**src/rtl/snoop_pkg.sv**
```systemverilog
package snoop_pkg;
  localparam int SNP_IDX_W  = 2;
  localparam int SNP_DATA_W = 8;

  typedef struct packed {
    logic [SNP_IDX_W-1:0]  port;
    logic [SNP_DATA_W-1:0] data;
  } snoop_wr_t;
endpackage

```
**src/rtl/snoop_capture.sv**
```systemverilog
module snoop_capture
  import snoop_pkg::*;
#(
  parameter int          IO_AW       = 8,
  parameter logic [7:0]  MIRROR_BASE = 8'h98,
  parameter logic [7:0]  RELOC_BASE  = 8'h88
) (
  input  logic                  clk,
  input  logic                  rst_n,
  input  logic                  cfg_relocate,
  input  logic [IO_AW-1:0]      io_addr,
  input  logic [SNP_DATA_W-1:0] io_din,
  input  logic                  iorq_n,
  input  logic                  wr_n,
  output logic                  win_hit,
  output logic                  ev_valid,
  output snoop_wr_t             ev_entry
);
  localparam int TAG_W = IO_AW - SNP_IDX_W;

  logic [TAG_W-1:0] base_tag;
  logic             active_now;
  logic             act_q, act_d;
  snoop_wr_t        ent_q, ent_d;

  assign base_tag   = cfg_relocate ? RELOC_BASE[IO_AW-1:SNP_IDX_W]
                                   : MIRROR_BASE[IO_AW-1:SNP_IDX_W];
  assign win_hit    = (io_addr[IO_AW-1:SNP_IDX_W] == base_tag);
  assign active_now = !iorq_n && !wr_n && win_hit;

  always_comb begin
    act_d = active_now;
    ent_d = ent_q;
    if (active_now) begin
      ent_d.port = io_addr[SNP_IDX_W-1:0];
      ent_d.data = io_din;
    end
  end

  always_ff @(posedge clk or negedge rst_n) begin
    if (!rst_n) begin
      act_q <= 1'b0;
      ent_q <= '0;
    end else begin
      act_q <= act_d;
      ent_q <= ent_d;
    end
  end

  assign ev_valid = act_q && wr_n;
  assign ev_entry = ent_q;
endmodule

```
**src/rtl/snoop_fifo.sv**
```systemverilog
module snoop_fifo
  import snoop_pkg::*;
#(
  parameter int DEPTH = 4
) (
  input  logic      clk,
  input  logic      rst_n,
  input  logic      push,
  input  snoop_wr_t push_entry,
  input  logic      pop,
  output logic      out_valid,
  output snoop_wr_t out_entry,
  output logic      ovf
);
  localparam int PTR_W = (DEPTH > 1) ? $clog2(DEPTH) : 1;
  localparam int CNT_W = $clog2(DEPTH + 1);

  snoop_wr_t        mem_q [DEPTH];
  logic [PTR_W-1:0] wp_q, wp_d, rp_q, rp_d;
  logic [CNT_W-1:0] cnt_q, cnt_d;
  logic             ovf_q, ovf_d;
  logic             full, do_push, do_pop;

  assign full    = (cnt_q == CNT_W'(DEPTH));
  assign do_push = push && !full;
  assign do_pop  = pop && (cnt_q != '0);

  always_comb begin
    wp_d  = wp_q;
    rp_d  = rp_q;
    cnt_d = cnt_q;
    ovf_d = ovf_q | (push && full);
    if (do_push) wp_d = (wp_q == PTR_W'(DEPTH-1)) ? '0 : wp_q + 1'b1;
    if (do_pop)  rp_d = (rp_q == PTR_W'(DEPTH-1)) ? '0 : rp_q + 1'b1;
    case ({do_push, do_pop})
      2'b10:   cnt_d = cnt_q + 1'b1;
      2'b01:   cnt_d = cnt_q - 1'b1;
      default: cnt_d = cnt_q;
    endcase
  end

  always_ff @(posedge clk or negedge rst_n) begin
    if (!rst_n) begin
      wp_q  <= '0;
      rp_q  <= '0;
      cnt_q <= '0;
      ovf_q <= 1'b0;
    end else begin
      wp_q  <= wp_d;
      rp_q  <= rp_d;
      cnt_q <= cnt_d;
      ovf_q <= ovf_d;
    end
  end

  for (genvar g = 0; g < DEPTH; g++) begin : g_slot
    always_ff @(posedge clk or negedge rst_n) begin
      if (!rst_n)
        mem_q[g] <= '0;
      else if (do_push && (wp_q == PTR_W'(g)))
        mem_q[g] <= push_entry;
    end
  end

  assign out_valid = (cnt_q != '0);
  assign out_entry = mem_q[rp_q];
  assign ovf       = ovf_q;
endmodule

```
**src/rtl/vram_tracker.sv**
```systemverilog
module vram_tracker
  import snoop_pkg::*;
#(
  parameter int VAW = 14
) (
  input  logic                  clk,
  input  logic                  rst_n,
  input  logic                  ev_valid,
  input  snoop_wr_t             ev_entry,
  output logic                  req_valid,
  output logic [VAW-1:0]        req_addr,
  output logic [SNP_DATA_W-1:0] req_data
);
  localparam int HI_W = VAW - SNP_DATA_W;

  logic                  phase_q, phase_d;
  logic [SNP_DATA_W-1:0] lo_q, lo_d;
  logic [VAW-1:0]        ptr_q, ptr_d;
  logic                  rv_q, rv_d;
  logic [VAW-1:0]        ra_q, ra_d;
  logic [SNP_DATA_W-1:0] rd_q, rd_d;

  always_comb begin
    phase_d = phase_q;
    lo_d    = lo_q;
    ptr_d   = ptr_q;
    rv_d    = 1'b0;
    ra_d    = ra_q;
    rd_d    = rd_q;
    if (ev_valid) begin
      case (ev_entry.port)
        2'd0: begin
          rv_d    = 1'b1;
          ra_d    = ptr_q;
          rd_d    = ev_entry.data;
          ptr_d   = ptr_q + 1'b1;
          phase_d = 1'b0;
        end
        2'd1: begin
          if (!phase_q) begin
            lo_d    = ev_entry.data;
            phase_d = 1'b1;
          end else begin
            phase_d = 1'b0;
            if (!ev_entry.data[SNP_DATA_W-1])
              ptr_d = {ev_entry.data[HI_W-1:0], lo_q};
          end
        end
        default: ;
      endcase
    end
  end

  always_ff @(posedge clk or negedge rst_n) begin
    if (!rst_n) begin
      phase_q <= 1'b0;
      lo_q    <= '0;
      ptr_q   <= '0;
      rv_q    <= 1'b0;
      ra_q    <= '0;
      rd_q    <= '0;
    end else begin
      phase_q <= phase_d;
      lo_q    <= lo_d;
      ptr_q   <= ptr_d;
      rv_q    <= rv_d;
      ra_q    <= ra_d;
      rd_q    <= rd_d;
    end
  end

  assign req_valid = rv_q;
  assign req_addr  = ra_q;
  assign req_data  = rd_q;
endmodule

```
**src/rtl/video_port_snooper.sv**
```systemverilog
module video_port_snooper
  import snoop_pkg::*;
#(
  parameter int         IO_AW       = 8,
  parameter int         VAW         = 14,
  parameter int         FIFO_DEPTH  = 4,
  parameter logic [7:0] MIRROR_BASE = 8'h98,
  parameter logic [7:0] RELOC_BASE  = 8'h88
) (
  input  logic                  clk,
  input  logic                  rst_n,
  input  logic                  cfg_relocate,
  input  logic [IO_AW-1:0]      io_addr,
  input  logic [SNP_DATA_W-1:0] io_din,
  input  logic                  iorq_n,
  input  logic                  wr_n,
  input  logic                  rd_n,
  output logic [SNP_DATA_W-1:0] bus_dout,
  output logic                  bus_oe,
  output logic                  rep_valid,
  output logic [SNP_IDX_W-1:0]  rep_port,
  output logic [SNP_DATA_W-1:0] rep_data,
  input  logic                  rep_ready,
  output logic [SNP_IDX_W-1:0]  rep_rd_port,
  input  logic [SNP_DATA_W-1:0] rep_rd_data,
  input  logic                  rep_irq,
  output logic                  irq_out,
  output logic                  mem_req_valid,
  output logic [VAW-1:0]        mem_req_addr,
  output logic [SNP_DATA_W-1:0] mem_req_data,
  output logic                  ovf
);
  logic      win_hit;
  logic      ev_valid;
  snoop_wr_t ev_entry;
  snoop_wr_t head;

  snoop_capture #(
    .IO_AW(IO_AW), .MIRROR_BASE(MIRROR_BASE), .RELOC_BASE(RELOC_BASE)
  ) u_cap (
    .clk(clk), .rst_n(rst_n), .cfg_relocate(cfg_relocate),
    .io_addr(io_addr), .io_din(io_din), .iorq_n(iorq_n), .wr_n(wr_n),
    .win_hit(win_hit), .ev_valid(ev_valid), .ev_entry(ev_entry)
  );

  snoop_fifo #(.DEPTH(FIFO_DEPTH)) u_fifo (
    .clk(clk), .rst_n(rst_n), .push(ev_valid), .push_entry(ev_entry),
    .pop(rep_ready), .out_valid(rep_valid), .out_entry(head), .ovf(ovf)
  );

  vram_tracker #(.VAW(VAW)) u_vram (
    .clk(clk), .rst_n(rst_n), .ev_valid(ev_valid), .ev_entry(ev_entry),
    .req_valid(mem_req_valid), .req_addr(mem_req_addr), .req_data(mem_req_data)
  );

  assign rep_port    = head.port;
  assign rep_data    = head.data;
  assign rep_rd_port = io_addr[SNP_IDX_W-1:0];
  assign bus_oe      = cfg_relocate && win_hit && !iorq_n && !rd_n;
  assign bus_dout    = bus_oe ? rep_rd_data : '0;
  assign irq_out     = cfg_relocate && rep_irq;
endmodule

```
**config.mk**
```make
export PLATFORM = sky130hd
export DESIGN_NAME = video_port_snooper
export DESIGN_NICKNAME = d
export VERILOG_FILES = /design/src/rtl/snoop_pkg.sv /design/src/rtl/snoop_capture.sv /design/src/rtl/snoop_fifo.sv /design/src/rtl/vram_tracker.sv /design/src/rtl/video_port_snooper.sv
export SDC_FILE = /design/constraint.sdc
export NUM_CORES = 1
export LEC_CHECK = 0
export CAP_MARGIN = 20
export CORE_MARGIN = 3
export CORE_UTILIZATION = 36
export CTS_CLUSTER_DIAMETER = 50
export DETAILED_ROUTE_END_ITERATION = 8
export DONT_BUFFER_PORTS = 1
export PLACE_DENSITY_LB_ADDON = 0.1
export RECOVER_POWER = 25
export SYNTH_ARGS = -nofsm -noshare
export SYNTH_HDL_FRONTEND = slang
export SYNTH_SLANG_ARGS = --single-unit
```
**constraint.sdc**
```tcl
create_clock -name clk -period 2.55 [get_ports clk]
set_clock_uncertainty 0.05 [all_clocks]
set_input_delay 0.255 -clock clk [delete_from_list [all_inputs] [get_ports clk]]
set_output_delay 0.255 -clock clk [all_outputs]
set_load 0.05 [all_outputs]
```
==> flow_metrics.env <==
export IMPL_htree_levels=3
export IMPL_layout_common_cells="dfrtp_1 (105), mux2_2 (68), a21oi_1 (20)"
export IMPL_io_buffers=0
export IMPL_post_route_drc_count=0
export IMPL_maxCapViolCount=0
export IMPL_vias=2845
export IMPL_synth_nets=389
export IMPL_grt_pass1_wl_um=16900
export IMPL_diodes=0
export IMPL_min_period_ns=2.16
export IMPL_power_frac_seq_pct=50.7
export IMPL_grt_usage_pct=15.0
export IMPL_ioPinCount=79
export IMPL_antenna_left=0
export IMPL_cts_root_buf="clkbuf_16"
export IMPL_clk_pin_slew_ns=0.08
export IMPL_rsz0062_at_grt="no"
export IMPL_cts_resized=0
export IMPL_die_area_mm2=0.0148
export IMPL_slew_viol_final=0
export IMPL_fp_dieH_um=122
export IMPL_area_delta_synth_final_pct=13.7
export IMPL_reg2reg_slack_ns=0.46
export IMPL_die_x_um=122
export IMPL_synth_edf_count=0
export IMPL_async_reset_ff_share_pct=100
export IMPL_whs_ns=-0.459
export IMPL_setup_slack_ns=0.386
export IMPL_hold_class="input port to asynchronous set/reset pin"
export IMPL_postPlaceCellArea_mm2=0.00508
export IMPL_startpoint="u_fifo.rp_q[0]"
export IMPL_row_count=41
export IMPL_clk_latency_ns=0.35
export IMPL_synth_area_mm2=0.00483
export IMPL_num_nets_final=412
export IMPL_hold_violations=105
export IMPL_tritoncts="built"
export IMPL_drt_pre_antenna_iters=4
export IMPL_antenna_found_initial=0
export IMPL_worstPathArrival_ns=1.86
export IMPL_gr_total_overflow=0
export IMPL_yosysWarnings=0
export IMPL_cts_path_max_buffers=2
export IMPL_final_area_mm2=0.00549
export IMPL_max_freq_ghz=0.462
export IMPL_utilization_pct=42.6
export IMPL_initial_utilization_pct=37.5
export IMPL_hpwl_um=6950
export IMPL_violations="negative hold slack"
export IMPL_multi_input_area_mm2=0.00209
export IMPL_seqCellArea_mm2=0.00263
export IMPL_ys_seq_elements=105
export IMPL_drive_gt1_share_pct=35.0
export IMPL_period_share_pct=84.9
export IMPL_grt_max_degree=106
export IMPL_outcome="finished with violations"
export IMPL_synth_top_area_cell="dfrtp_1"
export IMPL_wirelength_um=10300
export IMPL_gp_congestion=0.753
export IMPL_synth_top_cell_area_share_pct=54.4
export IMPL_p_comb_share_pct=10.9
export IMPL_cp_max_fo=7
export IMPL_ff2ff_path_depth=9
export IMPL_reg2reg_to="u_fifo.cnt_q[2]"
export IMPL_power_density_mw_per_mm2=678
export IMPL_first_iter_violations=179
export IMPL_wl_per_cell_um=18.7
export IMPL_total_power_mw=3.72
export IMPL_worstMarginPinSlew_ns=0.553
export IMPL_dp_cells=523
export IMPL_ctsHoldBuffers=10
export IMPL_switching_share_pct=26.4
export IMPL_p_clk_share_pct=38.4
export IMPL_synth_area_per_cell_um2=13.8
export IMPL_required_ns=2.25
export IMPL_num_fill_cells=1197
export IMPL_path_class="flop to output port"
export IMPL_stdcell_count=549
export IMPL_p_sw_mw=0.983
export IMPL_crit_path_end_kind="output port"
export IMPL_synthTopCellsByArea="dfrtp_1 (54%), mux2_2 (16%), mux4_2 (4.7%)"
export IMPL_grt_pass1_vias=3043
export IMPL_slew_headroom_pct=63.1
export IMPL_fin_setup_tns_ns=0
export IMPL_r2r_start="u_fifo.cnt_q[0]"
export IMPL_netlist_cell_type_count=49
export IMPL_p_leak_nw=2.68
export IMPL_final_common_cell="dfrtp_1"
export IMPL_startpoint_type="flop"
export IMPL_via_per_inst=5.18
export IMPL_numCtsBuffers=9
export IMPL_clock_sinks=105
export IMPL_synth_yosys_seq_area_share_pct=54.4
export IMPL_ys_flop_type="dfrtp_1"
export IMPL_post_cts_buffers=0
export IMPL_internal_power_mw=2.74
export IMPL_finalSetupViolCount=0
export IMPL_syn_instance_count=349
export IMPL_fp_coreArea_mm2=0.0129
export IMPL_irDropWorstVdd_v=0.000304
export IMPL_pre_cts_slack_ns=0.477
[cells in the mapped netlist, types with 3 or more instances]
library cell	n
dfrtp_1	105
mux2_2	68
a21oi_1	20
nand2_1	15
mux4_2	10
and2_1	9
mux2_4	9
inv_1	8
nand3_1	8
ha_1	7
o21ai_0	7
buf_2	6
nand4_1	6
nor2_1	5
o22ai_1	5
buf_4	4
mux2_1	4
nand2_4	4
a21o_1	3
a2bb2oi_1	3
clkbuf_1	3
mux2i_1	3
nand2b_1	3
[how the worst max path moves through the flow]
stage / endpoint / slack, ns / cells after the start
after detailed placement: u_fifo.cnt_q[2] / 0.48 / 9
after global placement: u_fifo.cnt_q[2] / 0.54 / 9
final: rep_data[4] / 0.39 / 2
after CTS: rep_data[7] / 0.33 / 2
after floorplan: bus_dout[0] / 0.31 / 4
after global routing: rep_data[3] / 0.27 / 2
[final cells by class]
cell class	count	share of cell area, %
repair buffers	26	4.01
flip-flops and latches	105	47.8
clock inverters	5	1.18
clock buffers	11	4.42
inverters	8	0.547
well taps	172	3.92
multi-input cells	222	38.1
[layer usage]
layer / track usage, % / routed length, um
met1: 20.8 / 4880
met2: 22.5 / 4610
met3: 3.85 / 577
met4: 5.88 / 189
met5: 0 / 0
[worst max-delay path, stage by stage, from the launching register on]
cell	delay, ns
dfrtp_1	0.54
buf_4	0.27
mux4_2	0.69
[power by group through the flow]
stage / clock (mW) / combinational, mW / sequential, mW
4_1_cts: 1.49 / 0.413 / 1.90
2_1_floorplan: 0 / 0.375 / 1.84
3_3_place_gp: 0 / 0.385 / 1.93
6_report: 1.43 / 0.406 / 1.89
5_1_grt: 1.54 / 0.450 / 1.91
3_5_place_dp: 0 / 0.399 / 1.93
[registers in the layout (all words and copies together) (netlist names)]
name and flops:
u_fifo.mem_q 40, u_vram.req_valid 1, u_fifo.rp_q 2, u_vram.ptr_q 14, u_fifo.cnt_q 3, u_vram.lo_q 8
u_fifo.wp_q 2, u_vram.req_data 8, u_cap.ev_entry 10, u_cap.act_q 1, u_fifo.ovf 1, u_vram.phase_q 1
u_vram.req_addr 14
[logic make-up (layout without fill, tap and decap cells)]
family	count (synthesis)	count (layout)	synth area share, %
flip-flops	105	105	54.4
multiplexers	94	94	24.9
AND/OR/NAND/NOR	67	67	9.01
AO/OA/AOI/OAI	49	49	6.45
buffers and inverters	22	50	2.33
adder cells (fa/ha/maj)	8	8	2.23
XOR/XNOR	4	4	0.725
No activity file was read; power rests on OpenSTA's default activity.
